===== config.mk =====
export PLATFORM = sky130hd
export DESIGN_NAME = irq_redir_regs
export DESIGN_NICKNAME = d
export VERILOG_FILES = /design/src/rtl/irq_redir_pkg.sv /design/src/rtl/irq_redir_decode.sv /design/src/rtl/irq_redir_entry.sv /design/src/rtl/irq_redir_regs.sv
export SDC_FILE = /design/constraint.sdc
export NUM_CORES = 2
export LEC_CHECK = 0
export ABC_AREA = 1
export BUFFER_PORTS_ARGS = -buffer_cell sky130_fd_sc_hd__buf_2
export CORE_AREA = 2 2 664 666
export DETAILED_ROUTE_END_ITERATION = 12
export DIE_AREA = 0 0 666 668
export SYNTH_ARGS = -nofsm -noshare
export SYNTH_HDL_FRONTEND = slang
export SYNTH_SLANG_ARGS = --single-unit

===== constraint.sdc =====
create_clock -name clk -period 3.05 [get_ports clk]
set_input_delay 0.1525 -clock clk [delete_from_list [all_inputs] [get_ports clk]]
set_output_delay 0.1525 -clock clk [all_outputs]
set_load 0.02 [all_outputs]

===== src/rtl/irq_redir_pkg.sv =====
// Shared definitions for the redirection register window.
// Holds the entry field positions that the interrupt engine also decodes,
// the two bus offsets, and the classification of the select value.
package irq_redir_pkg;

    localparam logic [7:0] OFF_SELECT = 8'h00;
    localparam logic [7:0] OFF_WINDOW = 8'h10;
    localparam logic [7:0] SEL_TABLE0 = 8'h10;

    localparam int F_RIRR = 14;
    localparam int F_TRIG = 15;
    localparam int F_MASK = 16;

    localparam logic [63:0] ENTRY_RST = 64'(1) << F_MASK;

    typedef enum logic [2:0] {
        KIND_ID,
        KIND_VER,
        KIND_ARB,
        KIND_TBL,
        KIND_NONE
    } sel_kind_e;

endpackage


===== src/rtl/irq_redir_decode.sv =====
// Select decoder: classifies the 8-bit select value and, for table
// selects, derives the entry index, its validity and the half.
// Assumes NPINS fits in the 7-bit index range a select can reach.
module irq_redir_decode
    import irq_redir_pkg::*;
#(
    parameter int NPINS = 24,
    parameter int PIN_W = $clog2(NPINS)
) (
    input  logic [7:0]       sel,
    output sel_kind_e        kind,
    output logic             idx_ok,
    output logic [PIN_W-1:0] pin,
    output logic             hi
);
    localparam logic [6:0] NPINS_7 = 7'(NPINS);

    logic [7:0] rel;
    logic [6:0] idx;

    // Offset of the select within the table region, split into index and half.
    always_comb begin
        rel = sel - SEL_TABLE0;
        idx = rel[7:1];
        hi  = rel[0];
        pin = idx[PIN_W-1:0];
    end

    // Classify the select value and check the index against the pin count.
    always_comb begin
        idx_ok = 1'b0;
        if (sel >= SEL_TABLE0) begin
            kind   = KIND_TBL;
            idx_ok = (idx < NPINS_7);
        end else if (sel == 8'h00) begin
            kind = KIND_ID;
        end else if (sel == 8'h01) begin
            kind = KIND_VER;
        end else if (sel == 8'h02) begin
            kind = KIND_ARB;
        end else begin
            kind = KIND_NONE;
        end
    end

endmodule


===== src/rtl/irq_redir_entry.sv =====
// One 64-bit redirection entry with split-half write access.
// A low-half write clears remote-IRR and overrides a set strobe arriving in
// the same cycle. Reset leaves the entry masked.
module irq_redir_entry
    import irq_redir_pkg::*;
(
    input  logic        clk,
    input  logic        rst_n,
    input  logic        wr_lo,
    input  logic        wr_hi,
    input  logic [31:0] wdata,
    input  logic        rirr_set,
    output logic [63:0] q
);
    // Entry storage: half writes, remote-IRR set and clear.
    always_ff @(posedge clk) begin
        if (!rst_n) begin
            q <= ENTRY_RST;
        end else begin
            if (wr_lo) begin
                q[31:0]   <= wdata;
                q[F_RIRR] <= 1'b0;
            end else if (rirr_set) begin
                q[F_RIRR] <= 1'b1;
            end
            if (wr_hi) begin
                q[63:32] <= wdata;
            end
        end
    end

endmodule


===== src/rtl/irq_redir_regs.sv =====
// Indirect register window of an interrupt redirection controller.
// The bus reaches a select register (offset 0x00) and a data window
// (offset 0x10). Every access is accepted at once, and reads answer one
// cycle later. Table writes raise mask-change and service pulses one cycle
// later. Only 16-byte-aligned offsets decode.
module irq_redir_regs
    import irq_redir_pkg::*;
#(
    parameter int          NPINS   = 24,
    parameter logic [7:0]  VERSION = 8'h11,
    localparam int         PIN_W   = $clog2(NPINS)
) (
    input  logic                  clk,
    input  logic                  rst_n,
    input  logic                  bus_valid,
    output logic                  bus_ready,
    input  logic                  bus_write,
    input  logic [7:0]            bus_addr,
    input  logic [3:0]            bus_be,
    input  logic [31:0]           bus_wdata,
    output logic                  bus_rvalid,
    output logic [31:0]           bus_rdata,
    input  logic [NPINS-1:0]      pin_req,
    input  logic [NPINS-1:0]      rirr_set,
    output logic [NPINS*64-1:0]   tbl_flat,
    output logic                  mask_chg_valid,
    output logic [PIN_W-1:0]      mask_chg_pin,
    output logic                  mask_chg_value,
    output logic                  svc_valid,
    output logic [PIN_W-1:0]      svc_pin
);
    localparam logic [7:0] PIN_MAX = 8'(NPINS - 1);

    logic [7:0]       sel_q;
    logic [3:0]       id_q;
    logic [31:0]      wd;
    logic             wr_any;
    logic             hit_sel;
    logic             hit_win;
    logic             win_wr;
    logic             tbl_wr;
    sel_kind_e        kind;
    logic             idx_ok;
    logic [PIN_W-1:0] pin;
    logic             hi;
    logic [63:0]      ent_q [NPINS];
    logic [63:0]      cur;
    logic             new_mask;
    logic             new_trig;
    logic [31:0]      rd_next;

    assign bus_ready = 1'b1;

    // Lane masking (zero-extension of narrow writes) and offset decode.
    always_comb begin
        wd      = bus_wdata & {{8{bus_be[3]}}, {8{bus_be[2]}}, {8{bus_be[1]}}, {8{bus_be[0]}}};
        wr_any  = bus_valid && bus_write && (bus_be != 4'b0000);
        hit_sel = (bus_addr == OFF_SELECT);
        hit_win = (bus_addr == OFF_WINDOW);
        win_wr  = wr_any && hit_win;
        tbl_wr  = win_wr && (kind == KIND_TBL) && idx_ok;
    end

    irq_redir_decode #(.NPINS(NPINS), .PIN_W(PIN_W)) dec_i (
        .sel    (sel_q),
        .kind   (kind),
        .idx_ok (idx_ok),
        .pin    (pin),
        .hi     (hi)
    );

    // One entry per pin, each fed its own half-write strobes.
    for (genvar i = 0; i < NPINS; i++) begin : g_ent
        logic pick;
        assign pick = tbl_wr && (pin == PIN_W'(i));
        irq_redir_entry ent_i (
            .clk      (clk),
            .rst_n    (rst_n),
            .wr_lo    (pick && !hi),
            .wr_hi    (pick && hi),
            .wdata    (wd),
            .rirr_set (rirr_set[i]),
            .q        (ent_q[i])
        );
        assign tbl_flat[i*64 +: 64] = ent_q[i];
    end

    // Selected entry and the mask/trigger values it holds after this write.
    always_comb begin
        cur      = ent_q[pin];
        new_mask = hi ? cur[F_MASK] : wd[F_MASK];
        new_trig = hi ? cur[F_TRIG] : wd[F_TRIG];
    end

    // Select and identification registers.
    always_ff @(posedge clk) begin
        if (!rst_n) begin
            sel_q <= 8'h00;
            id_q  <= 4'h0;
        end else begin
            if (wr_any && hit_sel) begin
                sel_q <= wd[7:0];
            end
            if (win_wr && (kind == KIND_ID)) begin
                id_q <= wd[27:24];
            end
        end
    end

    // Notifications toward the interrupt engine, one cycle after the write.
    always_ff @(posedge clk) begin
        if (!rst_n) begin
            mask_chg_valid <= 1'b0;
            mask_chg_pin   <= '0;
            mask_chg_value <= 1'b0;
            svc_valid      <= 1'b0;
            svc_pin        <= '0;
        end else begin
            mask_chg_valid <= tbl_wr && (new_mask != cur[F_MASK]);
            mask_chg_pin   <= pin;
            mask_chg_value <= new_mask;
            svc_valid      <= tbl_wr && new_trig && pin_req[pin];
            svc_pin        <= pin;
        end
    end

    // Read data for the addressed location.
    always_comb begin
        rd_next = 32'h0;
        if (hit_sel) begin
            rd_next = {24'h0, sel_q};
        end else if (hit_win) begin
            unique case (kind)
                KIND_ID, KIND_ARB: rd_next = {4'h0, id_q, 24'h0};
                KIND_VER:          rd_next = {8'h00, PIN_MAX, 8'h00, VERSION};
                KIND_TBL:          rd_next = idx_ok ? (hi ? cur[63:32] : cur[31:0]) : 32'h0;
                default:           rd_next = 32'h0;
            endcase
        end
    end

    // Registered read response.
    always_ff @(posedge clk) begin
        if (!rst_n) begin
            bus_rvalid <= 1'b0;
            bus_rdata  <= 32'h0;
        end else begin
            bus_rvalid <= bus_valid && !bus_write;
            bus_rdata  <= (bus_valid && !bus_write) ? rd_next : 32'h0;
        end
    end

endmodule


# == Word-level counts from Yosys, hierarchy flattened ==
# Index checks and enable logic that the tools add are counted.
# totals
reg_bits,1589
out_inout_bits,1583
input_bits,96
# op_classes
n_eq_ne,30
addsub,1
order_cmp,4
n_reduce_logical,117
bitwise_logic,5
mux,17
# op_table
operator,n
$bmux W64 S5,1
$mux W64,2
$pmux W32 S3,1
$logic_and A1 B1 Y1,83
$mux W32,2
$reduce_or A2 Y1,25
$eq A5 B4 Y1 const B,8
$eq A5 B5 Y1 const B,8
$and A32 B32 Y32,1
$eq A5 B3 Y1 const B,4
$logic_not A8 Y1,2
$mux W8,2
$mux W3,4
$eq A5 B2 Y1 const B,2
$eq A8 B1 Y1 const B,1
$eq A8 B2 Y1 const B,1
$eq A8 B5 Y1 const B,1
$ge A8 B5 Y1 const B,1
$sub A8 B5 Y8 const B,1
$lt A7 B5 Y1 const B,1
$eq A3 B2 Y1 const B,2
$ge A6 B6 Y1 const B,1
$lt A5 B6 Y1 const B,1
$not A5 Y6,1
12 further kinds,18

# == Depth between registers and ports, before layout ==
# depth
depth_word,11
depth_mapped,16
mapped_depth_nobuf,14

# == Cells and area by module ==
# Synthesis repeated with hierarchy kept, for this count alone.
# unflattened
hier_cells,12090
area_unflattened_um2,77848.4
# by_module_without_submodules
module,cells_each,area_each_um2,seq_area_each_um2,n_inst
irq_redir_entry,372,2596.2,1281.2,24
irq_redir_regs,3122,15322.2,1061.0,1
irq_redir_decode,40,216.5,0.0,1

# == Worst setup path after synthesis ==
# No wires, ideal clock.
# synth_path
kind,reg2reg
start,reg sel_q[4]
end,reg bus_rdata[1]
setup_ns,0.112
n_path_buf,4
synth_period_minus_slack_ns,2.170
slack_ns,0.880
path_stages_with_launch,11
arrival_time_ns,2.057
cell_sequence,dfxtp_1 > buf_4 > inv_2 > ha_1 > inv_2 > buf_1 > clkbuf_1 > clkbuf_1 > a21oi_1 > nand2_1 > nand2_1
# synth_between
elab_chain_len,10
# synth_rtl
element,line,source
from (decl),irq_redir_regs.sv:34,logic [7:0] sel_q;
from (signal assigned),irq_redir_regs.sv:102,sel_q <= wd[7:0];
$sub A8 B5 Y8 *,irq_redir_decode.sv:23,rel = sel - SEL_TABLE0;
net dec_i.pin[3],irq_redir_decode.sv:13,"output logic [PIN_W-1:0] pin,"
$not A5 Y6 (implied by the code),irq_redir_regs.sv:90,cur = ent_q[pin];
$bmux W64 S5,irq_redir_regs.sv:90,
$mux W64 (implied by the code) (2 in series),irq_redir_regs.sv:90,
$mux W32,irq_redir_regs.sv:136,KIND_TBL: rd_next = idx_ok ? (hi ? cur[63:32] : cur[31:0]) : 32'h0;
$mux W32 *,irq_redir_regs.sv:136,
$pmux W32 S3 *,irq_redir_regs.sv:133,unique case (kind)
$mux W8 *,irq_redir_regs.sv:132,end else if (hit_win) begin
$mux W8 *,irq_redir_regs.sv:130,if (hit_sel) begin
to (signal assigned),irq_redir_regs.sv:149,bus_rdata <= (bus_valid && !bus_write) ? rd_next : 32'h0;
to (decl),irq_redir_regs.sv:22,"output logic [31:0] bus_rdata,"
# Mark *: on every way through the listed nets, which the timed path passes. The rest lies on a longest branch. The select of a mux whose other input is x is not followed.
# A chain may end at the register's enable or synchronous reset.

# == Worst setup path in the final report ==
# layout_path
start,reg sel_q[2]
end,reg bus_rdata[23]
# layout_between
elab_chain_len,8
# layout_rtl
element,line
$sub A8 B5 Y8 or $eq A8 B2 Y1 (tied branches),"irq_redir_decode.sv:23, irq_redir_decode.sv:39"
$not A5 Y6 (implied by the code) or $mux W3 (tied branches),"irq_redir_regs.sv:90, irq_redir_decode.sv:39"
$bmux W64 S5 or $mux W3 (tied branches),"irq_redir_regs.sv:90, irq_redir_decode.sv:37"
$mux W64 (implied by the code) or $mux W3 (tied branches),"irq_redir_regs.sv:90, irq_redir_decode.sv:35"
$mux W64 (implied by the code) or $mux W3 (tied branches),"irq_redir_regs.sv:90, irq_redir_decode.sv:32"
"$mux W32, or another cell as far along",irq_redir_regs.sv:136
$mux W32 or $reduce_or A2 Y1 (tied branches),"irq_redir_regs.sv:136, irq_redir_regs.sv:133"
$pmux W32 S3 *,irq_redir_regs.sv:133
# Every way passes the cells marked *; elsewhere a longest branch is shown, timed or not. The select of a mux whose other input is x is not followed.

==> flow_summary_export.csv <==
group,metric,value,unit
run_status,run_status,"finished with violations",
run_status,violated_checks,"negative setup slack",
finish,final_layout_size_suffix_gt1_frac,0.239,
worst_setup_path,crit_arrival,4.01,ns
timing,fin_tns_setup,-0.0856,ns
worst_setup_path,r2r-end,"bus_rdata[23]",
timing,worst_clock_skew,0.117,ns
synth,syn-num-nets,9942,
routing,vias_per_cell,4.76,
routing,antenna_left,0,
power_and_ir_drop,sw_frac_of_total,0.259,
synth,synth_sequential_area_ratio,0.470,
die,boundaryPins,1679,
global_routing,first_pass_grt_wire_length,796000,um
routing,finalWirelength,636000,um
timing,setup_violations,1,
worst_setup_path,timing.critical_path.max_delay_family,"compound AO/OA/AOI/OAI gates",
finish,final_util,0.216,
synth,synthesized_flop_and_latch_total,1589,
flow_run,cap_viol_max_count,0,
power_and_ir_drop,internal_power,36.3,mW
synth,synthesis.yosys.warnings,0,
synth,syn-instance-count,9844,
routing,drt_pre_antenna_iters,7,
clocking,cts.path.max_buffers,4,
worst_setup_path,depth_of_the_most_critical_reg_to_reg_path,11,
placed_design,place.detailed.hpwl,496000,um
die,num_rows,243,
finish,finish.net_count,11607,
routing,vias,83145,
clocking,ctsHtreeMaxLevel,4,
worst_setup_path,critical_path.endpoint_type,"flip-flop",
die,initial_core_util,0.155,
power_and_ir_drop,power.density_cell_area,518,mW/mm2
placed_design,dp.cells,16968,
die,fp.coreArea,0.437,mm2
clocking,cts_tree,"yes",
global_routing,grt.total_usage,0.271,
synth,syn-mean-instance-area,6.87,um2
power_and_ir_drop,power.share.combinational,0.038,
clocking,cts.sink_count,1589,
worst_setup_path,critical_path_buf_inv_count,4,
finish,fillcell_total,49062,
worst_setup_path,path_cells,"nand2_4, buf_12, buf_4, buf_4, o22ai_1, o21ai_0, nand3_1, nor2_1, nor2_1, buf_12, nor2_1",
timing,timing.max_slew.rel_slack,0.0892,
die,dieHeight,668,um
timing,rsz0062_at_grt,"no",
timing,timing_max_transition_violations_final,0,
min_path,hp-class,"input pin to flip-flop",
timing,report.final.hold_viol_count,0,
synth,synthDistinctLibCells,42,
timing,setup_slack,-0.0856,ns
die,design.die.area,0.445,mm2
timing,fmax,0.319,GHz
synth,post_synthesis_cell_type_with_the_largest_combined_area,"sky130_fd_sc_hd__dfxtp_1",
clocking,cts_inserted_buffers,205,
worst_setup_path,critPathLaunch,"sel_q[2]",
worst_setup_path,crit_fanout,36,
timing,hold_ws,0.0573,ns
synth,synth.area.top_cells,"sky130_fd_sc_hd__dfxtp_1, sky130_fd_sc_hd__nor2_1, sky130_fd_sc_hd__o21ai_0",
timing,fin_crit_sh,1.03,
power_and_ir_drop,leakage_component_of_the_power,46.2,nW
finish,final-instance-count-excl-fill,17453,
worst_setup_path,timing.critical_path.required,3.92,ns
timing,finalCriticalPeriod,3.14,ns
worst_setup_path,r2r_setup_slack,-0.09,ns
global_routing,first_global_vias,73175,
synth,yosys_most_used_dff,"sky130_fd_sc_hd__dfxtp_1",
worst_setup_path,slowest_delay,0.87,ns
synth,asyncSetResetFlopFracSynth,0,
routing,detail_route.iter0.violations,12830,
placed_design,portBuffers,1677,
global_routing,grt_overflow,0,
clocking,clock_latency,0.96,ns
power_and_ir_drop,power.switching,12.7,mW
timing,tightest_slew,1.37,ns
worst_setup_path,critical-path-top-cell-by-count,"sky130_fd_sc_hd__nor2_1",
power_and_ir_drop,design_power_total,49.0,mW
worst_setup_path,slowest_stage,"sky130_fd_sc_hd__o21ai_0",
worst_setup_path,crit_path_class,"flip-flop to flip-flop",
global_routing,initial_antenna_violation_count,78,
synth,synthesis.area,0.0677,mm2
routing,route.detailed.wl_per_inst,36.5,um
global_routing,pin_count_of_the_biggest_net_entering_global_routing,214,
power_and_ir_drop,power.share.clock,0.537,
worst_setup_path,worst_setup_path_endpoint,"bus_rdata[23]",
die,die_width,666,um
min_path,holdCritStartpoint,"rirr_set[23]",
power_and_ir_drop,power_frac_seq,0.425,
synth,synth_enable_flop_cells,0,
worst_setup_path,timing.critical_path.from_type,"flip-flop",
power_and_ir_drop,vdd_drop_max,0.441,mV
worst_setup_path,depth_of_the_critical_timing_path_with_buffers_and_inverters_included,11,
routing,number_of_drc_violations_after_detailed_routing,0,
worst_setup_path,worstReg2RegStart,"sel_q[2]",
clocking,cts_root_buffer,"sky130_fd_sc_hd__clkbuf_16",
clocking,cts.reportedPaths.clkPinSlew,0.07,ns
finish,areaGrowthSynthToFinish,39.8,%
placed_design,place.gp.congestion,0.980,
synth,yosys.area.top_type_share,0.470,
flip-flops by register name, indices dropped and copies added (netlist names), 4 cells and up:
| signal | flops |
|---|---|
| bus_rdata | 32 |
| g_ent.ent_i.q | 1536 |
| id_q | 4 |
| sel_q | 8 |
| svc_pin | 5 |
layout make-up:
class                   instances  area [um2]  share of cell area
flip-flops and latches       1589       31800               0.336
inverters                     501        1930              0.0204
diodes                         21        52.6            0.000556
repair buffers               2342       15500               0.163
multi-input cells            6870       31100               0.328
clock buffers                 280        5880              0.0621
clock inverters                93        1180              0.0124
well taps                    5757        7200              0.0761
cells in the final DEF (no fill, tap or decap), drive strengths merged, types with 22 or more instances in the layout:
cell type	instances
nand2	1229
nand4	38
a22o	23
nor2	2744
clkinv	66
nor3	48
a22oi	22
dlygate4sd3	82
o21ai	1673
o22ai	387
inv	498
o21a	63
a21oi	454
buf	2259
clkbuf	281
nand3	155
dfxtp	1589
worst min-delay path, delay by kind of cell:
| family | cells | cell delay (ns) |
|---|---|---|
| simple gates | 2 | 0.12 |
| buf+inv | 2 | 0.67 |
worst min path at each step:
| stage | cells after the start | slack [ns] | end |
|---|---|---|---|
| floorplan | 1 | 0.26 | bus_rvalid |
| global placement | 2 | 0.38 | g_ent[19].ent_i.q[14] |
| detailed placement | 2 | 0.38 | g_ent[19].ent_i.q[14] |
| CTS | 4 | 0.003 | g_ent[23].ent_i.q[14] |
| global route | 4 | 0.04 | g_ent[12].ent_i.q[48] |
| finish | 4 | 0.06 | g_ent[23].ent_i.q[14] |
synth_stat cells, drive strengths merged (7+ instances only):
library cell	number
o22ai	387
nand3b	7
nand2	1229
nand4	38
a22oi	22
o21ai	1673
inv	499
nor3	48
a21oi	454
dfxtp	1589
clkbuf	674
nor2	2744
o211ai	8
o21a	63
buf	210
nand3	155
a22o	23
power by group through the flow:
| stage | clock, mW | combinational (mW) | sequential [mW] |
|---|---|---|---|
| 6_report | 26.3 | 1.85 | 20.8 |
| 5_1_grt | 27.3 | 1.84 | 20.8 |
| 4_1_cts | 26.7 | 1.80 | 20.8 |
| 3_5_place_dp | 0 | 1.71 | 21.3 |
| 3_3_place_gp | 0 | 1.71 | 21.3 |
| 2_1_floorplan | 0 | 0.599 | 21.3 |
through the flow:
| step | cell area, um2 | setup slack (ns) |
|---|---|---|
| after floorplan | 67700 | 0.880 |
| after global placement | 86400 | -0.956 |
| after detailed placement | 86400 | -1.02 |
| after CTS | 94400 | -0.0172 |
| after global routing | 94600 | 0.00141 |
| final | 94600 | -0.0856 |
timing repair:
item                                    CTS  global route
pin swaps                                 2             3
setup buffers                             2             6
endpoints found under the setup margin   48            91
gates cloned                              0             1
hold buffers                             82             0
gates resized for setup                  46            25
hold endpoints to repair                591             0
layer usage:
layer | routed length (um) | part of all wire | global-route usage
met5 | 295 | 0.00046 | 0
met4 | 44600 | 0.070 | 0.147
met3 | 82300 | 0.13 | 0.111
met2 | 269000 | 0.42 | 0.411
met1 | 240000 | 0.38 | 0.324
cells by family after synthesis:
group                    share of synthesized area
AO/OA/AOI/OAI                                0.208
XOR/XNOR                                  0.000129
adder cells (fa/ha/maj)                   0.000370
buffers and inverters                       0.0791
flip-flops                                   0.470
other                                    0.0000554
AND/OR/NAND/NOR                              0.242
No activity file was read; power rests on OpenSTA's default activity.
